<file path="config.mk">
export PLATFORM = sky130hd
export DESIGN_NAME = phy_reg_access
export DESIGN_NICKNAME = d
export VERILOG_FILES = /design/src/rtl/phy_reg_pkg.sv /design/src/rtl/phy_req_fsm.sv /design/src/rtl/phy_rsp_capture.sv /design/src/rtl/phy_host_decode.sv /design/src/rtl/phy_reg_access.sv
export SDC_FILE = /design/constraint.sdc
export NUM_CORES = 1
export LEC_CHECK = 0
export ABC_CLOCK_PERIOD_IN_PS = 4600
export BUFFER_PORTS_ARGS = -buffer_cell sky130_fd_sc_hd__buf_2
export CAP_MARGIN = 20
export CORE_MARGIN = 2
export CORE_UTILIZATION = 43
export CTS_CLUSTER_DIAMETER = 120
export DETAILED_ROUTE_END_ITERATION = 8
export HOLD_SLACK_MARGIN = 0.03
export PLACE_DENSITY = 0.85
export REMOVE_ABC_BUFFERS = 1
export SLEW_MARGIN = 5
export SYNTH_ARGS = -nofsm -noshare
export SYNTH_HDL_FRONTEND = slang
export SYNTH_SLANG_ARGS = --single-unit
</file>
<file path="constraint.sdc">
create_clock -name clk -period 4.6 [get_ports clk]
set_input_delay 0.23 -clock clk [delete_from_list [all_inputs] [get_ports clk]]
set_output_delay 0.23 -clock clk [all_outputs]
set_load 0.05 [all_outputs]
</file>
<file path="src/rtl/phy_reg_pkg.sv">
package phy_reg_pkg;
    localparam int REG_W      = 32;
    localparam int PHY_AW     = 4;
    localparam int PHY_DW     = 8;

    localparam int DONE_BIT   = 31;
    localparam int RSPA_LSB   = 24;
    localparam int RSPD_LSB   = 16;
    localparam int RDREQ_BIT  = 15;
    localparam int WRREQ_BIT  = 14;
    localparam int REQA_LSB   = 8;
    localparam int REQD_LSB   = 0;

    typedef enum logic [1:0] {
        ST_IDLE    = 2'd0,
        ST_RD_PEND = 2'd1,
        ST_WR_PEND = 2'd2
    } req_state_e;
endpackage

</file>
<file path="src/rtl/phy_req_fsm.sv">
module phy_req_fsm
    import phy_reg_pkg::*;
(
    input  logic clk,
    input  logic rst_n,
    input  logic launch_rd,
    input  logic launch_wr,
    input  logic req_ack,
    output logic req_valid,
    output logic req_is_read,
    output logic fsm_idle,
    output logic rd_pend,
    output logic wr_pend
);
    req_state_e state_q, state_nxt;

    // next-state logic
    always_comb begin
        state_nxt = state_q;
        unique case (state_q)
            ST_IDLE: begin
                if (launch_rd)      state_nxt = ST_RD_PEND;
                else if (launch_wr) state_nxt = ST_WR_PEND;
            end
            ST_RD_PEND: if (req_ack) state_nxt = ST_IDLE;
            ST_WR_PEND: if (req_ack) state_nxt = ST_IDLE;
            default:    state_nxt = ST_IDLE;
        endcase
    end

    // state register
    always_ff @(posedge clk) begin
        if (!rst_n) state_q <= ST_IDLE;
        else        state_q <= state_nxt;
    end

    // outputs
    always_comb begin
        req_valid   = 1'b0;
        req_is_read = 1'b0;
        fsm_idle    = 1'b0;
        rd_pend     = 1'b0;
        wr_pend     = 1'b0;
        unique case (state_q)
            ST_IDLE:    fsm_idle = 1'b1;
            ST_RD_PEND: begin req_valid = 1'b1; req_is_read = 1'b1; rd_pend = 1'b1; end
            ST_WR_PEND: begin req_valid = 1'b1; wr_pend = 1'b1; end
            default:    fsm_idle = 1'b1;
        endcase
    end

    // acknowledge of a presented request returns to idle
    a_r2_ack_clears: assert property (@(posedge clk) disable iff (!rst_n)
        (req_valid && req_ack) |=> (fsm_idle && !req_valid));

    // a write launch from idle presents a write request
    a_r3_write_launch: assert property (@(posedge clk) disable iff (!rst_n)
        (fsm_idle && launch_wr && !launch_rd) |=> (req_valid && !req_is_read));

    // a request never appears without a launch
    a_r2_valid_from_launch: assert property (@(posedge clk) disable iff (!rst_n)
        (!req_valid && !(fsm_idle && (launch_rd || launch_wr))) |=> !req_valid);
endmodule

</file>
<file path="src/rtl/phy_rsp_capture.sv">
module phy_rsp_capture
    import phy_reg_pkg::*;
(
    input  logic              clk,
    input  logic              rst_n,
    input  logic              launch,
    input  logic              rsp_valid,
    input  logic [PHY_AW-1:0] rsp_addr,
    input  logic [PHY_DW-1:0] rsp_data,
    output logic              done_q,
    output logic [PHY_AW-1:0] rsp_addr_q,
    output logic [PHY_DW-1:0] rsp_data_q
);
    always_ff @(posedge clk) begin
        if (!rst_n) begin
            done_q     <= 1'b0;
            rsp_addr_q <= '0;
            rsp_data_q <= '0;
        end else begin
            if (rsp_valid) begin
                done_q     <= 1'b1;
                rsp_addr_q <= rsp_addr;
                rsp_data_q <= rsp_data;
            end else if (launch) begin
                done_q     <= 1'b0;
            end
        end
    end

    // a launch without an incoming transfer clears done
    a_r4_done_clear: assert property (@(posedge clk) disable iff (!rst_n)
        (launch && !rsp_valid) |=> !done_q);

    // an incoming transfer sets done and captures its fields
    a_r5_done_set: assert property (@(posedge clk) disable iff (!rst_n)
        rsp_valid |=> (done_q && rsp_addr_q == $past(rsp_addr) && rsp_data_q == $past(rsp_data)));

    // captured fields move only on a transfer strobe
    a_r6_fields_hold: assert property (@(posedge clk) disable iff (!rst_n)
        !rsp_valid |=> ($stable(rsp_addr_q) && $stable(rsp_data_q)));
endmodule

</file>
<file path="src/rtl/phy_host_decode.sv">
module phy_host_decode
    import phy_reg_pkg::*;
#(
    parameter int                BUS_AW     = 8,
    parameter logic [BUS_AW-1:0] REG_OFFSET = 8'hEC
) (
    input  logic              clk,
    input  logic              rst_n,
    input  logic [BUS_AW-1:0] host_addr,
    input  logic              host_wr,
    input  logic [REG_W-1:0]  host_wdata,
    input  logic              fsm_idle,
    input  logic              rd_pend,
    input  logic              wr_pend,
    input  logic              done_q,
    input  logic [PHY_AW-1:0] rsp_addr_q,
    input  logic [PHY_DW-1:0] rsp_data_q,
    output logic [REG_W-1:0]  host_rdata,
    output logic              launch_rd,
    output logic              launch_wr,
    output logic [PHY_AW-1:0] req_addr_q,
    output logic [PHY_DW-1:0] req_data_q
);
    logic hit, accept, want_rd, want_wr;

    assign hit     = (host_addr == REG_OFFSET);
    assign accept  = hit && host_wr && fsm_idle;
    assign want_rd = host_wdata[RDREQ_BIT];
    assign want_wr = host_wdata[WRREQ_BIT];

    // read request takes precedence when both bits are written
    assign launch_rd = accept && want_rd;
    assign launch_wr = accept && want_wr && !want_rd;

    always_ff @(posedge clk) begin
        if (!rst_n) begin
            req_addr_q <= '0;
            req_data_q <= '0;
        end else if (accept) begin
            req_addr_q <= host_wdata[REQA_LSB +: PHY_AW];
            req_data_q <= host_wdata[REQD_LSB +: PHY_DW];
        end
    end

    always_comb begin
        host_rdata = '0;
        if (hit) begin
            host_rdata[DONE_BIT]               = done_q;
            host_rdata[RSPA_LSB +: PHY_AW]     = rsp_addr_q;
            host_rdata[RSPD_LSB +: PHY_DW]     = rsp_data_q;
            host_rdata[RDREQ_BIT]              = rd_pend;
            host_rdata[WRREQ_BIT]              = wr_pend;
            host_rdata[REQA_LSB +: PHY_AW]     = req_addr_q;
            host_rdata[REQD_LSB +: PHY_DW]     = req_data_q;
        end
    end

    // both request bits start a read only
    a_r8_read_wins: assert property (@(posedge clk) disable iff (!rst_n)
        (accept && want_rd && want_wr) |=> (rd_pend && !wr_pend));

    // fields are locked while a request is pending
    a_r9_locked: assert property (@(posedge clk) disable iff (!rst_n)
        !fsm_idle |=> ($stable(req_addr_q) && $stable(req_data_q)));

    // writes at other offsets leave the fields alone
    a_r10_miss_ignored: assert property (@(posedge clk) disable iff (!rst_n)
        (host_wr && !hit) |=> ($stable(req_addr_q) && $stable(req_data_q)));

    // reserved bits read 0
    always_comb begin
        if (rst_n) begin
            a_r7_reserved_zero: assert (host_rdata[30:28] == 3'b000 && host_rdata[13:12] == 2'b00);
        end
    end
endmodule

</file>
<file path="src/rtl/phy_reg_access.sv">
module phy_reg_access
    import phy_reg_pkg::*;
#(
    parameter int                BUS_AW     = 8,
    parameter logic [BUS_AW-1:0] REG_OFFSET = 8'hEC
) (
    input  logic              clk,
    input  logic              rst_n,
    input  logic [BUS_AW-1:0] host_addr,
    input  logic              host_wr,
    input  logic [REG_W-1:0]  host_wdata,
    output logic [REG_W-1:0]  host_rdata,
    output logic              phy_req_valid,
    output logic              phy_req_is_read,
    output logic [PHY_AW-1:0] phy_req_addr,
    output logic [PHY_DW-1:0] phy_req_data,
    input  logic              phy_req_ack,
    input  logic              phy_rsp_valid,
    input  logic [PHY_AW-1:0] phy_rsp_addr,
    input  logic [PHY_DW-1:0] phy_rsp_data
);
    logic              launch_rd, launch_wr;
    logic              fsm_idle, rd_pend, wr_pend;
    logic              done_q;
    logic [PHY_AW-1:0] rsp_addr_q;
    logic [PHY_DW-1:0] rsp_data_q;

    phy_host_decode #(.BUS_AW(BUS_AW), .REG_OFFSET(REG_OFFSET)) u_decode (
        .clk        (clk),
        .rst_n      (rst_n),
        .host_addr  (host_addr),
        .host_wr    (host_wr),
        .host_wdata (host_wdata),
        .fsm_idle   (fsm_idle),
        .rd_pend    (rd_pend),
        .wr_pend    (wr_pend),
        .done_q     (done_q),
        .rsp_addr_q (rsp_addr_q),
        .rsp_data_q (rsp_data_q),
        .host_rdata (host_rdata),
        .launch_rd  (launch_rd),
        .launch_wr  (launch_wr),
        .req_addr_q (phy_req_addr),
        .req_data_q (phy_req_data)
    );

    phy_req_fsm u_fsm (
        .clk         (clk),
        .rst_n       (rst_n),
        .launch_rd   (launch_rd),
        .launch_wr   (launch_wr),
        .req_ack     (phy_req_ack),
        .req_valid   (phy_req_valid),
        .req_is_read (phy_req_is_read),
        .fsm_idle    (fsm_idle),
        .rd_pend     (rd_pend),
        .wr_pend     (wr_pend)
    );

    phy_rsp_capture u_capture (
        .clk        (clk),
        .rst_n      (rst_n),
        .launch     (launch_rd | launch_wr),
        .rsp_valid  (phy_rsp_valid),
        .rsp_addr   (phy_rsp_addr),
        .rsp_data   (phy_rsp_data),
        .done_q     (done_q),
        .rsp_addr_q (rsp_addr_q),
        .rsp_data_q (rsp_data_q)
    );
endmodule

</file>
==> results of run 1 <==
-- metrics by stage --
stage | area [sq um] | worst slack (ns)
floorplan | 1310 | 2.64
detailed placement | 1760 | 2.28
CTS | 1790 | 2.28
global route | 1790 | 2.18
global placement | 1760 | 2.31
finish | 1790 | 2.35
-- cell usage in the layout (no fill, tap or decap) --
master and count:
nor2_2 1, o2bb2ai_1 2, nor4_1 1, nor2b_1 14, nand4_1 1, buf_2 79, nand2b_1 1, mux2i_1 24
and3_1 1, o21ai_0 1, inv_1 2, nand2_1 26, conb_1 5, and2_1 27, nor2_1 1, dfxtp_1 27
clkbuf_1 1, ha_1 3, clkbuf_4 3, o211ai_1 2, and4b_1 1, or4b_4 1, nor3_4 1
-- sequential cells by signal (all words and copies together), names as in the netlist --
| name | cells |
|---|---|
| u_decode.req_data_q | 8 |
| u_decode.req_addr_q | 4 |
| u_capture.rsp_data_q | 8 |
| u_capture.done_q | 1 |
| u_capture.rsp_addr_q | 4 |
| u_fsm.state_q | 2 |
-- kinds of logic (layout without fill, tap and decap cells) --
kind of cell,count (synthesis),in the layout,synth area share
adder cells (fa/ha/maj),3,3,0.0273
multiplexers,24,24,0.175
other,1,5,0.00272
AND/OR/NAND/NOR,76,76,0.312
buffers and inverters,16,85,0.0636
flip-flops,27,27,0.393
AO/OA/AOI/OAI,5,5,0.0273
-- cells in the mapped netlist --
| master | instances |
|---|---|
| and2_1 | 27 |
| dfxtp_1 | 27 |
| nand2_1 | 26 |
| mux2i_1 | 24 |
| nor2b_1 | 14 |
| clkbuf_1 | 7 |
| buf_4 | 5 |
| ha_1 | 3 |
| inv_1 | 2 |
| o211ai_1 | 2 |
| o2bb2ai_1 | 2 |
| and3_1 | 1 |
| and4b_1 | 1 |
| buf_2 | 1 |
| buf_6 | 1 |
| conb_1 | 1 |
| nand2b_1 | 1 |
| nand4_1 | 1 |
| nor2_1 | 1 |
| nor2_2 | 1 |
| nor3_4 | 1 |
| nor4_1 | 1 |
| o21ai_0 | 1 |
| or4b_4 | 1 |
-- cell type report --
class	count	area (sq um)
clock buffers	4	26.3
inverters	2	7.51
repair buffers	79	395
fillers	294	1260
well taps	44	55.1
flip-flops and latches	27	541
multi-input cells	113	763
-- report_power, final --
part	leakage, nW	switching, mW	internal (mW)
sequential	0.220	0.00275	0.241
combinational	0.687	0.0281	0.0223
clock	0.0150	0.0643	0.0338
total	0.922	0.0951	0.297
-- critical path, cell delays in order --
cell and delay, ns:
buf_2 0.10, or4b_4 0.56, nor2_2 0.64, and2_1 0.22
buf_2 0.26
-- layer usage --
metal | track usage | up-vias
met5 | 0 | -
met4 | 0.0466 | 0
met3 | 0.0299 | 2
met2 | 0.275 | 56
met1 | 0.185 | 516
li1 | - | 627
-- how the worst max path moves through the flow --
stage | from | end | slack [ns] | depth (start not counted)
finish | host_addr[4] | host_rdata[5] | 2.35 | 5
detailed placement | host_addr[4] | host_rdata[5] | 2.28 | 5
global placement | host_addr[4] | host_rdata[16] | 2.31 | 5
global route | host_addr[4] | host_rdata[21] | 2.18 | 5
floorplan | u_fsm.state_q[0] | u_decode.req_addr_q[0] | 2.64 | 5
CTS | host_addr[4] | host_rdata[5] | 2.28 | 5
==> metrics.txt, run 1 <==
Layout Cells excl Fill 269; share of cells above drive strength 1 0.378; drt total wl 2710 um; Hold Crit Start host_wdata[0]; num ports 103; FF-to-FF path depth 5; fin crit period 2.25 ns; worst-margin pin slew 0.790 ns; Critical Path Sink Type primary output; Worst setup SP type input port; WP data required 4.37 ns; pwr dens 219 nW/um^2; row cnt 20; Die W 60.6 um; Congestion Overflow GR 0; Static Leak 0.922 nW; Util after Layout 0.586; fin crit share 0.489; Min-Delay Path Class input port to flop; DR iter-0 viols 61; largest net degree at the start of global routing 43; CTS Hold Bufs 0; first-pass GRT wire length 4340 um; Synth Register Bits 27; Yosys top cell area share 0.393; CTS tree built; Antenna Nets Post-Route 0; maxcap violations 0; GP Congestion 0.746; Synth area leader dfxtp_1; VDD IR max 94.1 uV; DR WL/cell 10.1 um; Cells after Synth 152; Final Total Pwr 392 uW; Top Layer Used met4; Slew Limit Headroom 0.472; Initial Util 0.451; WL met2 1240 um; post-synthesis sequential area ratio 0.393; total number of vias 1201; met3 wire length 220 um; number of diodes 0; WP data arrival 2.02 ns; WS Path Type input port to primary output; max-slew violations 0; core area 3050 sq um; Inserted Clock Buffers 3; CTS root buf clkbuf_4; Final nets 286; Endpoint, Worst Hold u_decode.req_data_q[0]; R2R Path End u_decode.req_addr_q[2]; Max Root-Sink Buffers 2; H-tree depth reported by CTS 1; vias in the first global route 1042; Worst Skew 0.00298 ns; Final setup viols 0; setup TNS 0 ns; clock sink total 27; die area 3670 sq um; initial antenna violation count 0; RSZ-0062 raised after global routing false; router iterations before antenna repair 4; Global Route Usage Sum 0.153; area of the mapped netlist 1380 sq um; FMAX 445 MHz; Ys Warns 0; Area Growth Syn to Fin 29.9%; Syn Area/Cell 9.05 sq um; ranking of synthesized cells by area dfxtp_1, mux2i_1, and2_1; routed vias/inst 4.46; clock-pin transition on the worst setup and hold timing paths 0.14 ns; R2R Setup Slk 2.67 ns; I/O Buffers 79; Critical R2R Launch u_fsm.state_q[0]; WHS 0.143 ns; Fin. Hold Viols 0; overall die height 60.6 um; status complete, no violations; Setup Buffers After CTS 0; wl on met1 1230 um; crit-path max FO 27; post-CTS sizing 0; drt drc 0; synth unique cells 24; Cells after DPL 265; dpl hpwl 1980 um; worst hold path stage count 3; Clock Latency Late Sink 0.31 ns
Power figures use the tool's default switching activity.
==> inputs of run 2 (changes only) <==
--- a/config.mk
+++ b/config.mk
@@ -5,15 +5,15 @@
 export SDC_FILE = /design/constraint.sdc
 export NUM_CORES = 1
 export LEC_CHECK = 0
-export ABC_CLOCK_PERIOD_IN_PS = 4600
+export ABC_CLOCK_PERIOD_IN_PS = 2000
 export BUFFER_PORTS_ARGS = -buffer_cell sky130_fd_sc_hd__buf_2
 export CAP_MARGIN = 20
 export CORE_MARGIN = 2
-export CORE_UTILIZATION = 43
+export CORE_UTILIZATION = 36
 export CTS_CLUSTER_DIAMETER = 120
 export DETAILED_ROUTE_END_ITERATION = 8
 export HOLD_SLACK_MARGIN = 0.03
-export PLACE_DENSITY = 0.85
+export PLACE_DENSITY = 0.76
 export REMOVE_ABC_BUFFERS = 1
 export SLEW_MARGIN = 5
 export SYNTH_ARGS = -nofsm -noshare
==> constraint.sdc (replaced) <==
create_clock -name clk -period 2 [get_ports clk]
set_input_delay 0.1 -clock clk [delete_from_list [all_inputs] [get_ports clk]]
set_output_delay 0.1 -clock clk [all_outputs]
set_load 0.05 [all_outputs]
==> metrics.txt, run 2 (synthesis gave the netlist of run 1 again) <==
status complete, no violations (unchanged); Static Leak 0.946 nW (was 0.922 nW); crit-path cells inv_1 -> ha_1 -> nand2b_1 -> nor4_1 -> o21ai_0 (was buf_2 -> or4b_4 -> nor2_2 -> and2_1 -> buf_2); num ports 103 (unchanged); DR WL/cell 10.2 um (was 10.1 um); WP data arrival 1.81 ns (was 2.02 ns); Multi-input gate area 763 sq um (unchanged); H-tree depth reported by CTS 1 (unchanged); Endpoint, Worst Hold u_decode.req_data_q[7] (was u_decode.req_data_q[0]); clock-pin transition on the worst setup and hold timing paths 0.09 ns (was 0.14 ns); Die W 65.8 um (was 60.6 um); Reg area 541 sq um (unchanged); overall die height 65.8 um (was 60.6 um); RSZ-0062 raised after global routing false (unchanged); R2R Path End u_capture.done_q (was u_decode.req_addr_q[2]); Min-Delay Path Class input port to flop (unchanged); Max Root-Sink Buffers 2 (unchanged); largest registers u_capture.rsp_data_q (8), u_decode.req_data_q (8) (unchanged); VDD IR max 254 uV (was 94.1 uV); commonest non-fill, non-tap cells in the layout buf_2, and2_1, dfxtp_1 (unchanged); worst-margin pin slew 0.608 ns (was 0.790 ns); Worst setup SP type flop (was input port); CTS Hold Bufs 0 (unchanged); GP Congestion 0.765 (was 0.746); initial antenna violation count 0 (unchanged); fin crit period 1.68 ns; worst hold path stage count 3 (unchanged); Fin. Hold Viols 0 (unchanged); fillers 380 (was 294); drt drc 0 (unchanged); Initial Util 0.376 (was 0.451); Setup WS pre-CTS 0.327 ns (was 2.28 ns); Hold Crit Start host_wdata[7] (was host_wdata[0]); post-CTS sizing 0 (unchanged); Inserted Clock Buffers 3 (unchanged); I/O Buffers 79 (unchanged); setup TNS 0 ns (unchanged); Util after Layout 0.501 (was 0.586); clock sink total 27 (unchanged); leading cell type in the layout, fill and taps excluded buf_2 (unchanged); R2R Setup Slk 0.32 ns (was 2.67 ns); Clock Latency Late Sink 0.26 ns (was 0.31 ns); CP max stage delay 0.46 ns (was 0.64 ns); Slew Limit Headroom 0.595 (was 0.472); Critical Path Sink Type flop (was primary output); core area 3660 sq um (was 3050 sq um); Area Growth Syn to Fin 33.3% (was 29.9%); routed vias/inst 4.41 (was 4.46); Final WS setup 0.322 ns (was 2.35 ns); CTS tree built (unchanged); crit-path max FO 3 (was 27); total number of vias 1218 (was 1201); CTS root buf clkbuf_8 (was clkbuf_4); drt total wl 2810 um (was 2710 um); FMAX 596 MHz; largest net degree at the start of global routing 43 (unchanged); number of diodes 0 (unchanged); maxcap violations 0 (unchanged); Worst path slowest cell nor4_1 (was nor2_2); FF-to-FF path depth 5 (unchanged); Congestion Overflow GR 0 (unchanged); Antenna Nets Post-Route 0 (unchanged); fin crit share 0.839; Final nets 289 (was 286); vias in the first global route 1055 (was 1042); DR iter-0 viols 30 (was 61); row cnt 22 (was 20); WS Path Type flop to flop (was input port to primary output); die area 4330 sq um (was 3670 sq um); first-pass GRT wire length 4510 um (was 4340 um); Critical R2R Launch u_fsm.state_q[0] (unchanged); WP data required 2.14 ns (was 4.37 ns); max-slew violations 0 (unchanged); share of cells above drive strength 1 0.386 (was 0.378); dpl hpwl 2170 um (was 1980 um); Final Total Pwr 972 uW (was 392 uW); Worst Skew 0.00118 ns (was 0.00298 ns); router iterations before antenna repair 3 (was 4); pwr dens 530 nW/um^2 (was 219 nW/um^2); Final setup viols 0 (unchanged); Setup Buffers After CTS 0 (unchanged); Global Route Usage Sum 0.130 (was 0.153)
==> run 2: changes by cell type in the layout (fill, tap and decap cells not counted) <==
cell and change:
buf_4 +3, clkbuf_4 -3, clkbuf_8 +3
==> run 2: critical path: cells and delay by family, from the launching register on <==
kind,cells,cell delay (ns)
AND/OR/NAND/NOR,2,0.66
flip-flops,1,0.37
adder cells (fa/ha/maj),1,0.30
AO/OA/AOI/OAI,1,0.16
buffers and inverters,1,0.07
==> run 2: worst max path at each step <==
stage	startpoint	end	cells after the start
2_1_floorplan	u_fsm.state_q[0]	u_decode.req_addr_q[0]	5
3_3_place_gp	u_fsm.state_q[0]	u_capture.done_q	5
3_5_place_dp	u_fsm.state_q[0]	u_capture.done_q	5
4_1_cts	u_fsm.state_q[0]	u_capture.done_q	5
5_1_grt	u_fsm.state_q[0]	u_capture.done_q	5
6_report	u_fsm.state_q[0]	u_capture.done_q	5
==> run 2: metrics by stage <==
| step | hold WS, ns | instance area [sq um] | std cells |
|---|---|---|---|
| after floorplan | 0.209 | 1310 | 142 |
| after global placement | 0.348 | 1790 | 272 |
| after detailed placement | 0.358 | 1790 | 272 |
| after CTS | 0.0680 | 1830 | 276 |
| after global routing | 0.0784 | 1830 | 276 |
| final | 0.0730 | 1830 | 276 |
==> run 2: final cells by class <==
type / count / area share
inverter: 2 / 0.00409
sequential: 27 / 0.295
clock buffer: 4 / 0.0246
timing repair buffer: 82 / 0.228
multi-input combinational: 113 / 0.416
tap: 48 / 0.0327
==> run 2: power by group <==
part,total [mW],internal (mW),switching (mW),leakage [nW]
Combinational,0.117,0.0515,0.0650,0.703
Sequential,0.560,0.554,0.00662,0.220
Clock,0.296,0.142,0.153,0.0228
==> run 2: routing by layer <==
layer / GRT usage / up-vias / part of all wire
li1: - / 632 / -
met1: 0.159 / 531 / 0.44
met2: 0.230 / 53 / 0.47
met3: 0.0307 / 2 / 0.090
met4: 0.0313 / 0 / 0.0029
met5: 0 / - / 0
==> inputs of run 3 (changes only) <==
--- a/config.mk
+++ b/config.mk
@@ -5,15 +5,16 @@
 export SDC_FILE = /design/constraint.sdc
 export NUM_CORES = 1
 export LEC_CHECK = 0
-export ABC_CLOCK_PERIOD_IN_PS = 2000
+export ABC_AREA = 1
+export ABC_CLOCK_PERIOD_IN_PS = 1400
 export BUFFER_PORTS_ARGS = -buffer_cell sky130_fd_sc_hd__buf_2
 export CAP_MARGIN = 20
 export CORE_MARGIN = 2
-export CORE_UTILIZATION = 36
+export CORE_UTILIZATION = 35
 export CTS_CLUSTER_DIAMETER = 120
 export DETAILED_ROUTE_END_ITERATION = 8
 export HOLD_SLACK_MARGIN = 0.03
-export PLACE_DENSITY = 0.76
+export PLACE_DENSITY = 0.75
 export REMOVE_ABC_BUFFERS = 1
 export SLEW_MARGIN = 5
 export SYNTH_ARGS = -nofsm -noshare
==> constraint.sdc (replaced) <==
create_clock -name clk -period 1.4 [get_ports clk]
set_input_delay 0.07 -clock clk [delete_from_list [all_inputs] [get_ports clk]]
set_output_delay 0.07 -clock clk [all_outputs]
set_load 0.05 [all_outputs]
==> metrics.txt, run 3 <==
total number of vias 1379 (was 1218); Synth area leader dfxtp_1 (unchanged); post-synthesis mux area share 0 (was 0.175); Static Leak 0.954 nW (was 0.946 nW); core area 3660 sq um (unchanged); status complete, no violations (unchanged); max-slew violations 0 (unchanged); row cnt 22 (unchanged); GR Util met2 0.258 (was 0.230); WP data required 1.57 ns (was 2.14 ns); Buf+Inv Stages, Crit Path 2 (was 1); FMAX 751 MHz (was 596 MHz); I/O Buffers 79 (unchanged); crit-path max FO 3 (unchanged); post-synthesis simple-gate area fraction 0.180 (was 0.312); die area 4320 sq um (was 4330 sq um); CP max stage delay 0.34 ns (was 0.46 ns); M3 GR Usage 0.0360 (was 0.0307); Max Root-Sink Buffers 2 (unchanged); Post-synth top cells inv_1, nor2_1, dfxtp_1 (was and2_1, dfxtp_1, nand2_1); vias in the first global route 1190 (was 1055); met1 Usage GRT 0.159 (about the same); pwr dens 1210 nW/um^2 (was 530 nW/um^2); Hold Crit Start host_wdata[9] (was host_wdata[7]); Final nets 331 (was 289); Synth Area in Compound Gates 0.199 (was 0.0273); Antenna Nets Post-Route 0 (unchanged); Worst Setup EP u_fsm.state_q[1] (was u_capture.done_q); fin crit period 1.33 ns (was 1.68 ns); RSZ-0062 raised after global routing true (was false); WS Path Type flop to flop (unchanged); drt drc 0 (unchanged); Inserted Clock Buffers 3 (unchanged); Yosys top cell area share 0.406 (was 0.393); Final setup viols 0 (unchanged); Global Route Usage Sum 0.141 (was 0.130); overall die height 65.7 um (was 65.8 um); Fin. Hold Viols 0 (unchanged); largest net degree at the start of global routing 28 (was 43); num ports 103 (unchanged); area of the mapped netlist 1330 sq um (was 1380 sq um); Async S/R FF share, synth 0 (unchanged); clock-pin transition on the worst setup and hold timing paths 0.09 ns (about the same); routed vias/inst 4.34 (was 4.41); number of synthesized flops with an enable pin 0 (unchanged); Cells after Synth 188 (was 152); GP Congestion 0.777 (was 0.765); Min-Delay Path Class input port to flop (unchanged); WP data arrival 1.50 ns (was 1.81 ns); share of cells above drive strength 1 0.385 (was 0.386); Congestion Overflow GR 0 (unchanged); number of diodes 0 (unchanged); ranking of synthesized cells by area dfxtp_1, inv_1, a21oi_1 (was dfxtp_1, mux2i_1, and2_1); Die W 65.7 um (was 65.8 um); XOR/XNOR Fraction of Synth Area 0 (unchanged); Synth Register Bits 27 (unchanged); Area Growth Syn to Fin 38.0% (was 33.3%); fin crit share 0.951 (was 0.839); ys flop type dfxtp_1 (unchanged); count leader, synth inv_1; post-synthesis sequential area ratio 0.406 (was 0.393); CTS tree built (unchanged); DR WL/cell 9.63 um (was 10.2 um); Final WS setup 0.0692 ns (was 0.322 ns); Initial Util 0.364 (was 0.376); Worst path slowest cell dfxtp_2 (was nor4_1); adder-cell share of the synthesized area 0.0282 (was 0.0273); CTS Hold Bufs 0 (unchanged); Worst Skew 0.00317 ns (was 0.00118 ns); R2R Path End u_fsm.state_q[1] (was u_capture.done_q); drt total wl 3060 um (was 2810 um); Syn Area/Cell 7.09 sq um (was 9.05 sq um); gr busiest metal met2 (unchanged); delay-heaviest family, CP simple AND/OR/NAND/NOR gates (unchanged); H-tree depth reported by CTS 1 (unchanged); crit-path cells inv_2 -> ha_4 -> nor2_4 -> buf_4 -> nand4_1 -> nand2_1 -> nand3_1 -> nand2_1 -> nor2_1 (was inv_1 -> ha_1 -> nand2b_1 -> nor4_1 -> o21ai_0); Util after Layout 0.502 (was 0.501); CP startpoint u_fsm.state_q[0] (unchanged); dpl hpwl 2310 um (was 2170 um); maxcap violations 0 (unchanged); synth unique cells 23 (was 24); initial antenna violation count 0 (unchanged); FF-to-FF path depth 9 (was 5); Ys Warns 0 (unchanged); clock sink total 27 (unchanged); commonest non-fill, non-tap cells in the layout buf_2, inv_1, nor2_1 (was buf_2, and2_1, dfxtp_1); first-pass GRT wire length 4860 um (was 4510 um); Worst setup SP type flop (unchanged); CTS root buf clkbuf_8 (unchanged); Critical Path Sink Type flop (unchanged); router iterations before antenna repair 4 (was 3); Clock Latency Late Sink 0.27 ns (was 0.26 ns); critical path depth 9 (was 5); Critical R2R Launch u_fsm.state_q[0] (unchanged); Setup WS pre-CTS -0.0630 ns (was 0.327 ns); VDD IR max 477 uV (was 254 uV); largest registers u_capture.rsp_data_q (8), u_decode.req_data_q (8) (unchanged); leading cell type in the layout, fill and taps excluded buf_2 (unchanged); most frequent CP cell nand2_1; R2R Setup Slk 0.07 ns (was 0.32 ns); combinational family with the most area after synthesis compound AO/OA/AOI/OAI gates (was simple AND/OR/NAND/NOR gates); DR iter-0 viols 19 (was 30)
==> run 3: final cells by class <==
| type | instances | area (sq um) |
|---|---|---|
| Clock inverter | 1 | 7.51 |
| Multi-Input combinational cell | 113 | 574 |
| Inverter | 39 | 146 |
| Fill cell | 403 | 1820 |
| Tap cell | 48 | 60.1 |
| Sequential cell | 27 | 543 |
| Timing Repair Buffer | 87 | 467 |
| Clock buffer | 3 | 41.3 |
==> run 3: how the worst min path moves through the flow <==
stage                             endpoint  slack (ns)  cells past startpoint
global placement    u_decode.req_data_q[3]        0.33                      3
floorplan           u_decode.req_data_q[2]        0.18                      2
finish              u_decode.req_addr_q[1]        0.06                      3
detailed placement  u_decode.req_addr_q[1]        0.35                      3
global route        u_decode.req_data_q[7]        0.06                      3
CTS                 u_decode.req_addr_q[1]        0.06                      3
==> run 3: metrics by stage <==
stage	power [mW]	hold WS [ns]	area, sq um	setup TNS [ns]	cells
2_1_floorplan	1.40	0.181	1250	-4.01	179
3_3_place_gp	1.65	0.333	1750	-0.141	312
3_5_place_dp	1.68	0.346	1750	-0.252	312
4_1_cts	2.22	0.0597	1830	0	318
5_1_grt	2.37	0.0604	1840	-0.0471	318
6_report	2.22	0.0641	1840	0	318
==> run 3: cells by family after synthesis <==
kind of cell / count (synthesis)
AND/OR/NAND/NOR: 54
buffers and inverters: 52
AO/OA/AOI/OAI: 51
flip-flops: 27
adder cells (fa/ha/maj): 3
other: 1
==> run 3: routing by layer <==
metal,part of all wire,wire (um)
met3,0.085,259
met2,0.49,1510
met5,0,0
met1,0.41,1270
met4,0.0088,27
==> run 3: timing repair <==
action,in CTS,in global routing
buffers inserted,2,0
setup endpoints to repair,15,6
pin swaps,3,3
gates resized for setup,4,6
cloned,0,0
==> run 3: worst register-to-register path: stages, from the launching register on <==
cell and delay (ns):
dfxtp_2 0.34, inv_2 0.05, ha_4 0.25, nor2_4 0.15, buf_4 0.13, nand4_1 0.08, nand2_1 0.07, nand3_1 0.07
nand2_1 0.06, nor2_1 0.04
==> run 3: report_power, final <==
group | total (mW) | switching, mW | leakage [nW] | internal (mW)
sequential | 0.855 | 0.0249 | 0.222 | 0.830
clock | 0.441 | 0.240 | 0.0217 | 0.202
combinational | 0.925 | 0.528 | 0.710 | 0.396
total | 2.22 | 0.793 | 0.954 | 1.43
